--- src/rtl/ptrp_pkg.sv ---
package ptrp_pkg;
  localparam int HOST_W = 8;

  typedef enum logic [1:0] {
    OP_CMD   = 2'd0,
    OP_RDATA = 2'd1,
    OP_WDATA = 2'd2,
    OP_SENSE = 2'd3
  } host_op_e;

  // command byte fields
  localparam int CB_DIR  = 0;
  localparam int CB_SLEW = 2;
  localparam int CB_RUN  = 4;
  localparam int CB_ARM  = 6;

  // status byte fields
  localparam int SB_UNAV = 0;
  localparam int SB_EXC  = 2;
  localparam int SB_BUSY = 3;
  localparam int SB_NOMO = 4;
  localparam int SB_OVR  = 7;
endpackage

--- src/rtl/ptrp_mode.sv ---
module ptrp_mode (
  input  logic       clk,
  input  logic       rst,
  input  logic       cmd_we,
  input  logic       cmd_dir,
  input  logic       cmd_run,
  input  logic       cmd_slew,
  input  logic [1:0] cmd_arm,
  output logic       dir_rd,
  output logic       run,
  output logic       slew,
  output logic       armed,
  output logic       arm_next,
  output logic       dir_next,
  output logic       dir_chg,
  output logic       run_start,
  output logic       run_stop,
  output logic       punch_cmd
);
  logic dir_q, run_q, slew_q, arm_q;

  always_comb begin
    arm_next = arm_q;
    if (cmd_we) begin
      if (cmd_arm == 2'b10) arm_next = 1'b1;
      else if (cmd_arm == 2'b01) arm_next = 1'b0;
    end
  end

  assign dir_next  = cmd_we ? cmd_dir : dir_q;
  assign dir_chg   = cmd_we && (cmd_dir != dir_q);
  assign run_start = cmd_we && cmd_dir && cmd_run && !run_q;
  assign run_stop  = cmd_we && cmd_dir && !cmd_run;
  assign punch_cmd = cmd_we && !cmd_dir;

  always_ff @(posedge clk) begin
    if (rst) begin
      dir_q  <= 1'b1;
      run_q  <= 1'b0;
      slew_q <= 1'b0;
      arm_q  <= 1'b0;
    end else begin
      arm_q <= arm_next;
      if (cmd_we) dir_q <= cmd_dir;
      if (cmd_we && cmd_dir) begin
        run_q  <= cmd_run;
        slew_q <= cmd_slew;
      end
    end
  end

  assign dir_rd = dir_q;
  assign run    = run_q;
  assign slew   = slew_q;
  assign armed  = arm_q;

  // a punch-direction command leaves run and slew untouched
  a_r2_punch_keeps_run: assert property (@(posedge clk) disable iff (rst)
    (cmd_we && !cmd_dir) |=> ($stable(run_q) && $stable(slew_q)));
endmodule

--- src/rtl/ptrp_reader.sv ---
module ptrp_reader #(
  parameter int CHAR_W = 8
) (
  input  logic              clk,
  input  logic              rst,
  input  logic              dir_rd,
  input  logic              run,
  input  logic              slew,
  input  logic              run_start,
  input  logic              run_stop,
  input  logic              dir_chg,
  input  logic              punch_cmd,
  input  logic              rd_op,
  input  logic              rdr_strobe,
  input  logic [CHAR_W-1:0] rdr_data,
  input  logic              rdr_eom,
  output logic              rdr_req,
  output logic              rdr_active,
  output logic              char_evt,
  output logic              overrun,
  output logic              eot,
  output logic [CHAR_W-1:0] buf_o
);
  logic              accept, req_step, req_slew, req_next;
  logic              req_q, act_q, pend_q, ovr_q, eot_q;
  logic [CHAR_W-1:0] buf_q;

  assign accept   = rdr_strobe && run;
  assign req_step = rd_op && run && !slew;
  assign req_slew = accept && slew && !rdr_eom;
  assign req_next = (run_start || req_step || req_slew) && !run_stop;
  assign char_evt = accept && dir_rd;

  always_ff @(posedge clk) begin
    if (rst) begin
      req_q  <= 1'b0;
      act_q  <= 1'b0;
      pend_q <= 1'b0;
      ovr_q  <= 1'b0;
      eot_q  <= 1'b0;
      buf_q  <= '0;
    end else begin
      req_q <= req_next;

      if (run_stop)      act_q <= 1'b0;
      else if (req_next) act_q <= 1'b1;
      else if (accept)   act_q <= 1'b0;

      if (accept)     pend_q <= 1'b1;
      else if (rd_op) pend_q <= 1'b0;

      if (dir_chg) ovr_q <= 1'b0;
      else if (char_evt && pend_q && !rd_op) ovr_q <= 1'b1;

      if (accept && rdr_eom) eot_q <= 1'b1;
      else if (run_start || req_step || punch_cmd) eot_q <= 1'b0;

      if (accept && !rdr_eom) buf_q <= rdr_data;
    end
  end

  assign rdr_req    = req_q;
  assign rdr_active = act_q;
  assign overrun    = ovr_q;
  assign eot        = eot_q;
  assign buf_o      = buf_q;

  // a strobe while stopped does not touch the buffer
  a_r5_stopped_discard: assert property (@(posedge clk) disable iff (rst)
    (rdr_strobe && !run) |=> $stable(buf_q));
  // end-of-medium keeps the buffered byte
  a_r9_eom_keeps_buf: assert property (@(posedge clk) disable iff (rst)
    (rdr_strobe && rdr_eom) |=> $stable(buf_q));
  // a direction change clears overrun
  a_r4_dir_clears_ovr: assert property (@(posedge clk) disable iff (rst)
    dir_chg |=> !ovr_q);
  // a stop command leaves no request outstanding
  a_r5_stop_idles: assert property (@(posedge clk) disable iff (rst)
    run_stop |=> (!act_q && !req_q));
endmodule

--- src/rtl/ptrp_punch.sv ---
module ptrp_punch #(
  parameter int CHAR_W = 8
) (
  input  logic              clk,
  input  logic              rst,
  input  logic              wr_op,
  input  logic [CHAR_W-1:0] wdata,
  input  logic              pch_done,
  output logic              pch_start,
  output logic [CHAR_W-1:0] pch_data,
  output logic              pch_active,
  output logic              done_evt
);
  logic              start_q, act_q;
  logic [CHAR_W-1:0] data_q;

  assign done_evt = pch_done && act_q;

  always_ff @(posedge clk) begin
    if (rst) begin
      start_q <= 1'b0;
      act_q   <= 1'b0;
      data_q  <= '0;
    end else begin
      start_q <= wr_op;
      if (wr_op) begin
        act_q  <= 1'b1;
        data_q <= wdata;
      end else if (done_evt) begin
        act_q <= 1'b0;
      end
    end
  end

  assign pch_start  = start_q;
  assign pch_data   = data_q;
  assign pch_active = act_q;

  // every host write produces a start pulse
  a_r10_write_starts: assert property (@(posedge clk) disable iff (rst)
    wr_op |=> (start_q && act_q));
endmodule

--- src/rtl/ptrp_ctrl.sv ---
module ptrp_ctrl
  import ptrp_pkg::*;
#(
  parameter int CHAR_W = 8
) (
  input  logic              clk,
  input  logic              rst,
  input  logic              host_valid,
  input  logic [1:0]        host_op,
  input  logic [7:0]        host_wdata,
  output logic              host_rvalid,
  output logic [7:0]        host_rdata,
  output logic              irq,
  input  logic              irq_ack,
  output logic              rdr_req,
  input  logic              rdr_strobe,
  input  logic [CHAR_W-1:0] rdr_data,
  input  logic              rdr_eom,
  input  logic              rdr_online,
  output logic              pch_start,
  output logic [CHAR_W-1:0] pch_data,
  input  logic              pch_done,
  input  logic              pch_online
);
  host_op_e op;
  logic cmd_we, rd_op, wr_op, ss_op;
  logic dir_rd, run, slew, armed, arm_next, dir_next, dir_chg;
  logic run_start, run_stop, punch_cmd;
  logic rdr_active, char_evt, overrun, eot, pch_active, done_evt;
  logic [CHAR_W-1:0] buf_w;
  logic [HOST_W-1:0] buf_ext, status;
  logic busy_q, busy_d, irq_q, irq_d, rvalid_q, nomo, unav, new_active;
  logic [HOST_W-1:0] rdata_q;

  assign op     = host_op_e'(host_op);
  assign cmd_we = host_valid && (op == OP_CMD);
  assign rd_op  = host_valid && (op == OP_RDATA);
  assign wr_op  = host_valid && (op == OP_WDATA);
  assign ss_op  = host_valid && (op == OP_SENSE);

  ptrp_mode u_mode (
    .clk(clk), .rst(rst), .cmd_we(cmd_we),
    .cmd_dir(host_wdata[CB_DIR]), .cmd_run(host_wdata[CB_RUN]),
    .cmd_slew(host_wdata[CB_SLEW]), .cmd_arm(host_wdata[CB_ARM+1:CB_ARM]),
    .dir_rd(dir_rd), .run(run), .slew(slew), .armed(armed),
    .arm_next(arm_next), .dir_next(dir_next), .dir_chg(dir_chg),
    .run_start(run_start), .run_stop(run_stop), .punch_cmd(punch_cmd)
  );

  ptrp_reader #(.CHAR_W(CHAR_W)) u_reader (
    .clk(clk), .rst(rst), .dir_rd(dir_rd), .run(run), .slew(slew),
    .run_start(run_start), .run_stop(run_stop), .dir_chg(dir_chg),
    .punch_cmd(punch_cmd), .rd_op(rd_op), .rdr_strobe(rdr_strobe),
    .rdr_data(rdr_data), .rdr_eom(rdr_eom), .rdr_req(rdr_req),
    .rdr_active(rdr_active), .char_evt(char_evt), .overrun(overrun),
    .eot(eot), .buf_o(buf_w)
  );

  ptrp_punch #(.CHAR_W(CHAR_W)) u_punch (
    .clk(clk), .rst(rst), .wr_op(wr_op), .wdata(host_wdata[CHAR_W-1:0]),
    .pch_done(pch_done), .pch_start(pch_start), .pch_data(pch_data),
    .pch_active(pch_active), .done_evt(done_evt)
  );

  assign new_active = dir_next ? rdr_active : pch_active;

  always_comb begin
    busy_d = busy_q;
    irq_d  = irq_q && !irq_ack;
    if (char_evt) begin
      busy_d = 1'b0;
      if (arm_next) irq_d = 1'b1;
    end
    if (done_evt && !dir_rd) begin
      busy_d = 1'b0;
      if (arm_next) irq_d = 1'b1;
    end
    if (rd_op && dir_rd)  busy_d = 1'b1;
    if (wr_op && !dir_rd) busy_d = 1'b1;
    if (dir_chg) begin
      busy_d = new_active;
      if (new_active)    irq_d = 1'b0;
      else if (arm_next) irq_d = 1'b1;
    end
  end

  assign nomo = dir_rd && !run && !rdr_active;
  assign unav = (dir_rd ? !rdr_online : !pch_online) || eot;

  always_comb begin
    status          = '0;
    status[SB_OVR]  = overrun;
    status[SB_NOMO] = nomo;
    status[SB_BUSY] = busy_q;
    status[SB_EXC]  = overrun || nomo;
    status[SB_UNAV] = unav;
    buf_ext         = '0;
    buf_ext[CHAR_W-1:0] = buf_w;
  end

  always_ff @(posedge clk) begin
    if (rst) begin
      busy_q   <= 1'b1;
      irq_q    <= 1'b0;
      rvalid_q <= 1'b0;
      rdata_q  <= '0;
    end else begin
      busy_q   <= busy_d;
      irq_q    <= irq_d;
      rvalid_q <= rd_op || ss_op;
      if (rd_op)      rdata_q <= buf_ext;
      else if (ss_op) rdata_q <= status;
    end
  end

  assign host_rvalid = rvalid_q;
  assign host_rdata  = rdata_q;
  assign irq         = irq_q;

  // the interrupt only rises while armed
  a_r11_irq_needs_arm: assert property (@(posedge clk) disable iff (rst)
    $rose(irq_q) |-> armed);
  // without acknowledge or direction change the interrupt holds
  a_r11_irq_holds: assert property (@(posedge clk) disable iff (rst)
    (irq_q && !irq_ack && !dir_chg) |=> irq_q);
  // punch done in read direction leaves busy alone
  a_r10_done_in_read: assert property (@(posedge clk) disable iff (rst)
    (done_evt && dir_rd && !host_valid && !rdr_strobe) |=> $stable(busy_q));
endmodule

--- config.mk ---
export PLATFORM = sky130hd
export DESIGN_NAME = ptrp_ctrl
export DESIGN_NICKNAME = d
export VERILOG_FILES = /design/src/rtl/ptrp_pkg.sv /design/src/rtl/ptrp_mode.sv /design/src/rtl/ptrp_reader.sv /design/src/rtl/ptrp_punch.sv /design/src/rtl/ptrp_ctrl.sv
export SDC_FILE = /design/constraint.sdc
export NUM_CORES = 1
export LEC_CHECK = 0
export BUFFER_PORTS_ARGS = -buffer_cell sky130_fd_sc_hd__buf_2
export CORE_MARGIN = 2
export CORE_UTILIZATION = 49
export DETAILED_ROUTE_END_ITERATION = 8
export PLACE_DENSITY = 0.78
export SETUP_SLACK_MARGIN = 0.3
export SYNTH_ARGS = -nofsm -noshare
export SYNTH_HDL_FRONTEND = slang
export SYNTH_SLANG_ARGS = --single-unit
export TNS_END_PERCENT = 30
--- constraint.sdc ---
create_clock -name clk -period 1.6 [get_ports clk]
set_input_delay 0.24 -clock clk [delete_from_list [all_inputs] [get_ports clk]]
set_output_delay 0.24 -clock clk [all_outputs]
set_load 0.005 [all_outputs]
# Yosys cells after proc, flatten, opt, wreduce, memory -nomap -nowiden
# Cells that the tools add are included.
# classes
n_addsub,0
n_mul,0
div_mod_pow,0
order_cmp,0
eq_ne,6
shifts,0
n_mux,28
bitwise,0
n_reduce_logical,55
# ops
cell,n
1-bit logical AND,28
1-bit 2-to-1 mux,26
8-bit 2-to-1 mux,2
1-bit logical NOT,12
2-bit nonzero test,5
2-bit equality test (second input constant),3
1-bit logical OR,6
5-bit nonzero test,1
2-bit by 1-bit equality test with 1-bit output (second input constant),2
2-bit OR reduction,2
2-bit logical NOT,1
1-bit inequality test,1
# totals
ff_bits,38
latchBits,0
mem_bits_rw,0
rom_bits,0
output_inout_bits,20
memories,0

# Longest topological paths before layout
# depth
ltp_word,11
depth_mapped,6
depth_no_buf,4

# Cells and area by module
# A second synthesis with hierarchy kept.
# unflattened
hier_cells,169
area_unflattened_um2,1612.8
# by_module_without_submodules
mod,n_inst,cells_each,area_per_inst_um2
ptrp_ctrl,1,61,538.0
ptrp_reader,1,48,500.5
ptrp_punch,1,33,351.6
ptrp_mode,1,27,222.7

# Least setup slack after synthesis
# No wires, ideal clock.
# synth_path
path_type,input -> register
from,in host_wdata[0]
to,reg irq_q (netlist: irq)
t_arrival_ns,1.399
setup_slack_ns,0.144
path_stages,5
n_path_buf,1
path_cell_list,buf_6 or4b_4 a32o_2 a211oi_2 o21a_1
# synth_via
elab_chain_cells,4
word_cells_on_any_way,6
cone_classes,eq/ne (1); mux (4); reduce/logical (1)
# synth_rtl
item,line,rtl
from (decl),ptrp_ctrl.sv:10,"input logic [7:0] host_wdata,"
1-bit 2-to-1 mux,ptrp_mode.sv:30,assign dir_next = cmd_we ? cmd_dir : dir_q;
1-bit 2-to-1 mux,ptrp_ctrl.sv:65,assign new_active = dir_next ? rdr_active : pch_active;
1-bit 2-to-1 mux,ptrp_ctrl.sv:82,if (new_active) irq_d = 1'b0;
1-bit 2-to-1 mux *,ptrp_ctrl.sv:80,if (dir_chg) begin
to (signal assigned),ptrp_ctrl.sv:109,irq_q <= irq_d;
to (decl),ptrp_ctrl.sv:32,"logic busy_q, busy_d, irq_q, irq_d, rvalid_q, nomo, unav, new_active;"
# Mark *: on every way between the ends. The rest lies on a longest branch, timed or not.
# A chain may end at the register's enable or synchronous reset.

# Final worst setup path
# layout_path
from,reg u_mode.run_q (netlist: u_mode.run)
to,reg u_reader.buf_q[2] (netlist: u_reader.buf_o[2])
# layout_via
elab_chain_cells,2
# layout_rtl
item,line,rtl
from (decl),ptrp_mode.sv:20,"logic dir_q, run_q, slew_q, arm_q;"
from (signal assigned),ptrp_mode.sv:46,run_q <= cmd_run;
1-bit logical AND,ptrp_reader.sv:28,assign accept = rdr_strobe && run;
1-bit logical AND,ptrp_reader.sv:58,if (accept && !rdr_eom) buf_q <= rdr_data;
to (signal assigned),ptrp_reader.sv:58,
to (decl),ptrp_reader.sv:26,logic [CHAR_W-1:0] buf_q;
# No other way between the ends.

==> qor.yml <==
rows: 20
final_max_slew_viol_count: 0
rsz0062_at_grt: "false"
synth_cell_type_count: 34
grt_busiest_layer: "met2"
start_util_pct: 50.7
drt_drc_violations_left: 0
ys_seq_area_share_pct: 50.0
critical_path.cell_chain: "and2_1, nand2b_1, nand2_1, a21oi_1"
fillerInstances: 264
antenna_found_initial: 0
fin_tns_setup_ps: 0
r2r_cells: 4
tightest_slew_ps: 358
dieArea_mm2: 0.00357
place_ws_ps: 73.2
io_pins: 47
setup_viol: 0
critPathBufInv: 0
grt_pass1_vias: 1219
regToRegSetupSlack_ps: 420
gr-total-overflow: 0
period_share_pct: 73.8
cts_setup_buffers: 0
hold_viol_final: 0
fmaxAchievable_ghz: 0.847
critPathRequiredTime_ps: 1840
cp_max_fo: 8
slew_headroom_pct: 76.1
wl_mm: 3.08
cts_sinks: 38
h-tree-depth: 2
ir_worst_vdd_uv: 467
cts.clk_slew.worst_paths_ps: 110
grt_max_degree: 21
end_kind: "flip-flop"
ys_warn_count: 0
critical-path-slowest-cell: "dfxtp_1"
tritoncts: "done"
vias_per_cell: 5.26
num_vias: 1336
setup_ws_ps: 419
path_depth: 4
synthCells: 170
grt_use_met2_pct: 32.1
dpl.hpwl_mm: 2.31
synthFlopType: "dfxtp_1"
syn-mean-instance-area_um2: 8.96
final_cell_mix: "buf_2 (46), dfxtp_1 (37), nand2_1 (26)"
antenna_left: 0
cp_slowest_stage_delay_ps: 430
syn_to_final_growth_pct: 22.5
cts-buffers-inserted: 5
cts_hold_buf: 0
async_flop_share_pct: 0
die_h_um: 59.7
globalRouteTotalUtil_pct: 19.5
cts_max_path_buffers: 2
p_per_area_mw_per_mm2: 896
root_buffer: "clkbuf_4"
mappedNetlistArea_mm2: 0.00152
layout-drive-gt1-share_pct: 29.4
holdPathStages: 2
hold_path_class: "in -> reg"
core_mm2: 0.00300
final_common_cell: "buf_2"
drv_cap: 0
arrival_ps: 1420
status: "finished, final reports clean"
synth_edf_count: 0
fin_skew_ps: 10.7
gp_congestion: 0.802
syn_nets: 197
port_buffers: 46
path_class: "reg -> reg"
path_delay_family: "simple AND/OR/NAND/NOR gates"
use_met3_pct: 3.90
drt-pass1-iter-count: 5
ys_seq_elements: 38
grt_pass1_wl_mm: 5.25
clk-insertion-delay-late_ps: 340
drtIter0Drc: 30
layout_min_cycle_time_ps: 1180
drt-wirelength-per-cell_um: 12.1
diodes: 0
die_x_um: 59.7
final_nets: 247
met1_usage_pct: 24.1
p_leak_nw: 0.832
start_kind: "flip-flop"
final timing paths:
| path | from | end |
|---|---|---|
| max reg2reg | u_mode.run | u_reader.buf_o[2] |
| min | host_wdata[6] | u_mode.armed |
| max | u_mode.run | u_reader.buf_o[2] |
| min reg2reg | host_rdata[0] | host_rdata[0] |
through the flow:
| step | total power [mW] | cell area, um2 | cells | utilization, % | hold slack, ps |
|---|---|---|---|---|---|
| floorplan | 1.10 | 1520 | 170 | - | 340 |
| global placement | 1.17 | 1800 | 246 | 60.0 | 443 |
| detailed placement | 1.17 | 1800 | 246 | 60.0 | 446 |
| CTS | 1.69 | 1860 | 254 | 62.1 | 114 |
| global route | 1.74 | 1870 | 254 | 62.1 | 108 |
| finish | 1.67 | 1870 | 254 | 62.1 | 119 |
layout make-up:
| type | instances | area (um2) | area share [%] |
|---|---|---|---|
| clock buffer | 6 | 51.3 | 2.75 |
| inverter | 1 | 3.75 | 0.201 |
| timing repair buffer | 53 | 283 | 15.2 |
| tap | 33 | 41.3 | 2.21 |
| multi-input combinational | 121 | 712 | 38.2 |
| clock inverter | 2 | 12.5 | 0.671 |
| sequential | 38 | 762 | 40.8 |
Yosys cell counts (2+ instances only):
master | count | area [um2]
nand3b_1 | 4 | 30.0
clkbuf_1 | 7 | 26.3
nand3_1 | 3 | 15.0
and2_1 | 2 | 12.5
a22oi_1 | 3 | 22.5
nand2_1 | 26 | 97.6
nor2_1 | 23 | 86.3
a21oi_1 | 20 | 100
mux2i_1 | 11 | 110
a211oi_1 | 4 | 30.0
a311oi_1 | 2 | 17.5
nand2b_1 | 5 | 31.3
dfxtp_1 | 38 | 761
nor2b_1 | 2 | 12.5
repair_timing:
item / 4_1_cts / 5_1_grt
hold endpoints to repair: 0 / 0
endpoints found under the setup margin: 0 / 2
resized for setup: 0 / 1
kinds of logic after synthesis:
kind of cell / share of synthesized area (%)
flops: 50.0
buf+inv: 3.29
mux: 7.23
simple gates: 22.0
compound gates: 16.9
xor+xnor: 0.575
layer usage:
metal,wire (um),vias to the layer above
li1,-,691
met1,1430,609
met2,1490,32
met3,120,4
met4,39,0
met5,0,-
report_power, final:
group,internal (mW),leakage [nW],switching [mW],total (mW)
registers,0.971,0.308,0.0155,0.986
logic,0.0809,0.490,0.0855,0.166
clock network,0.211,0.0343,0.308,0.519
Note: power is estimated with default switching activity, not from simulation.
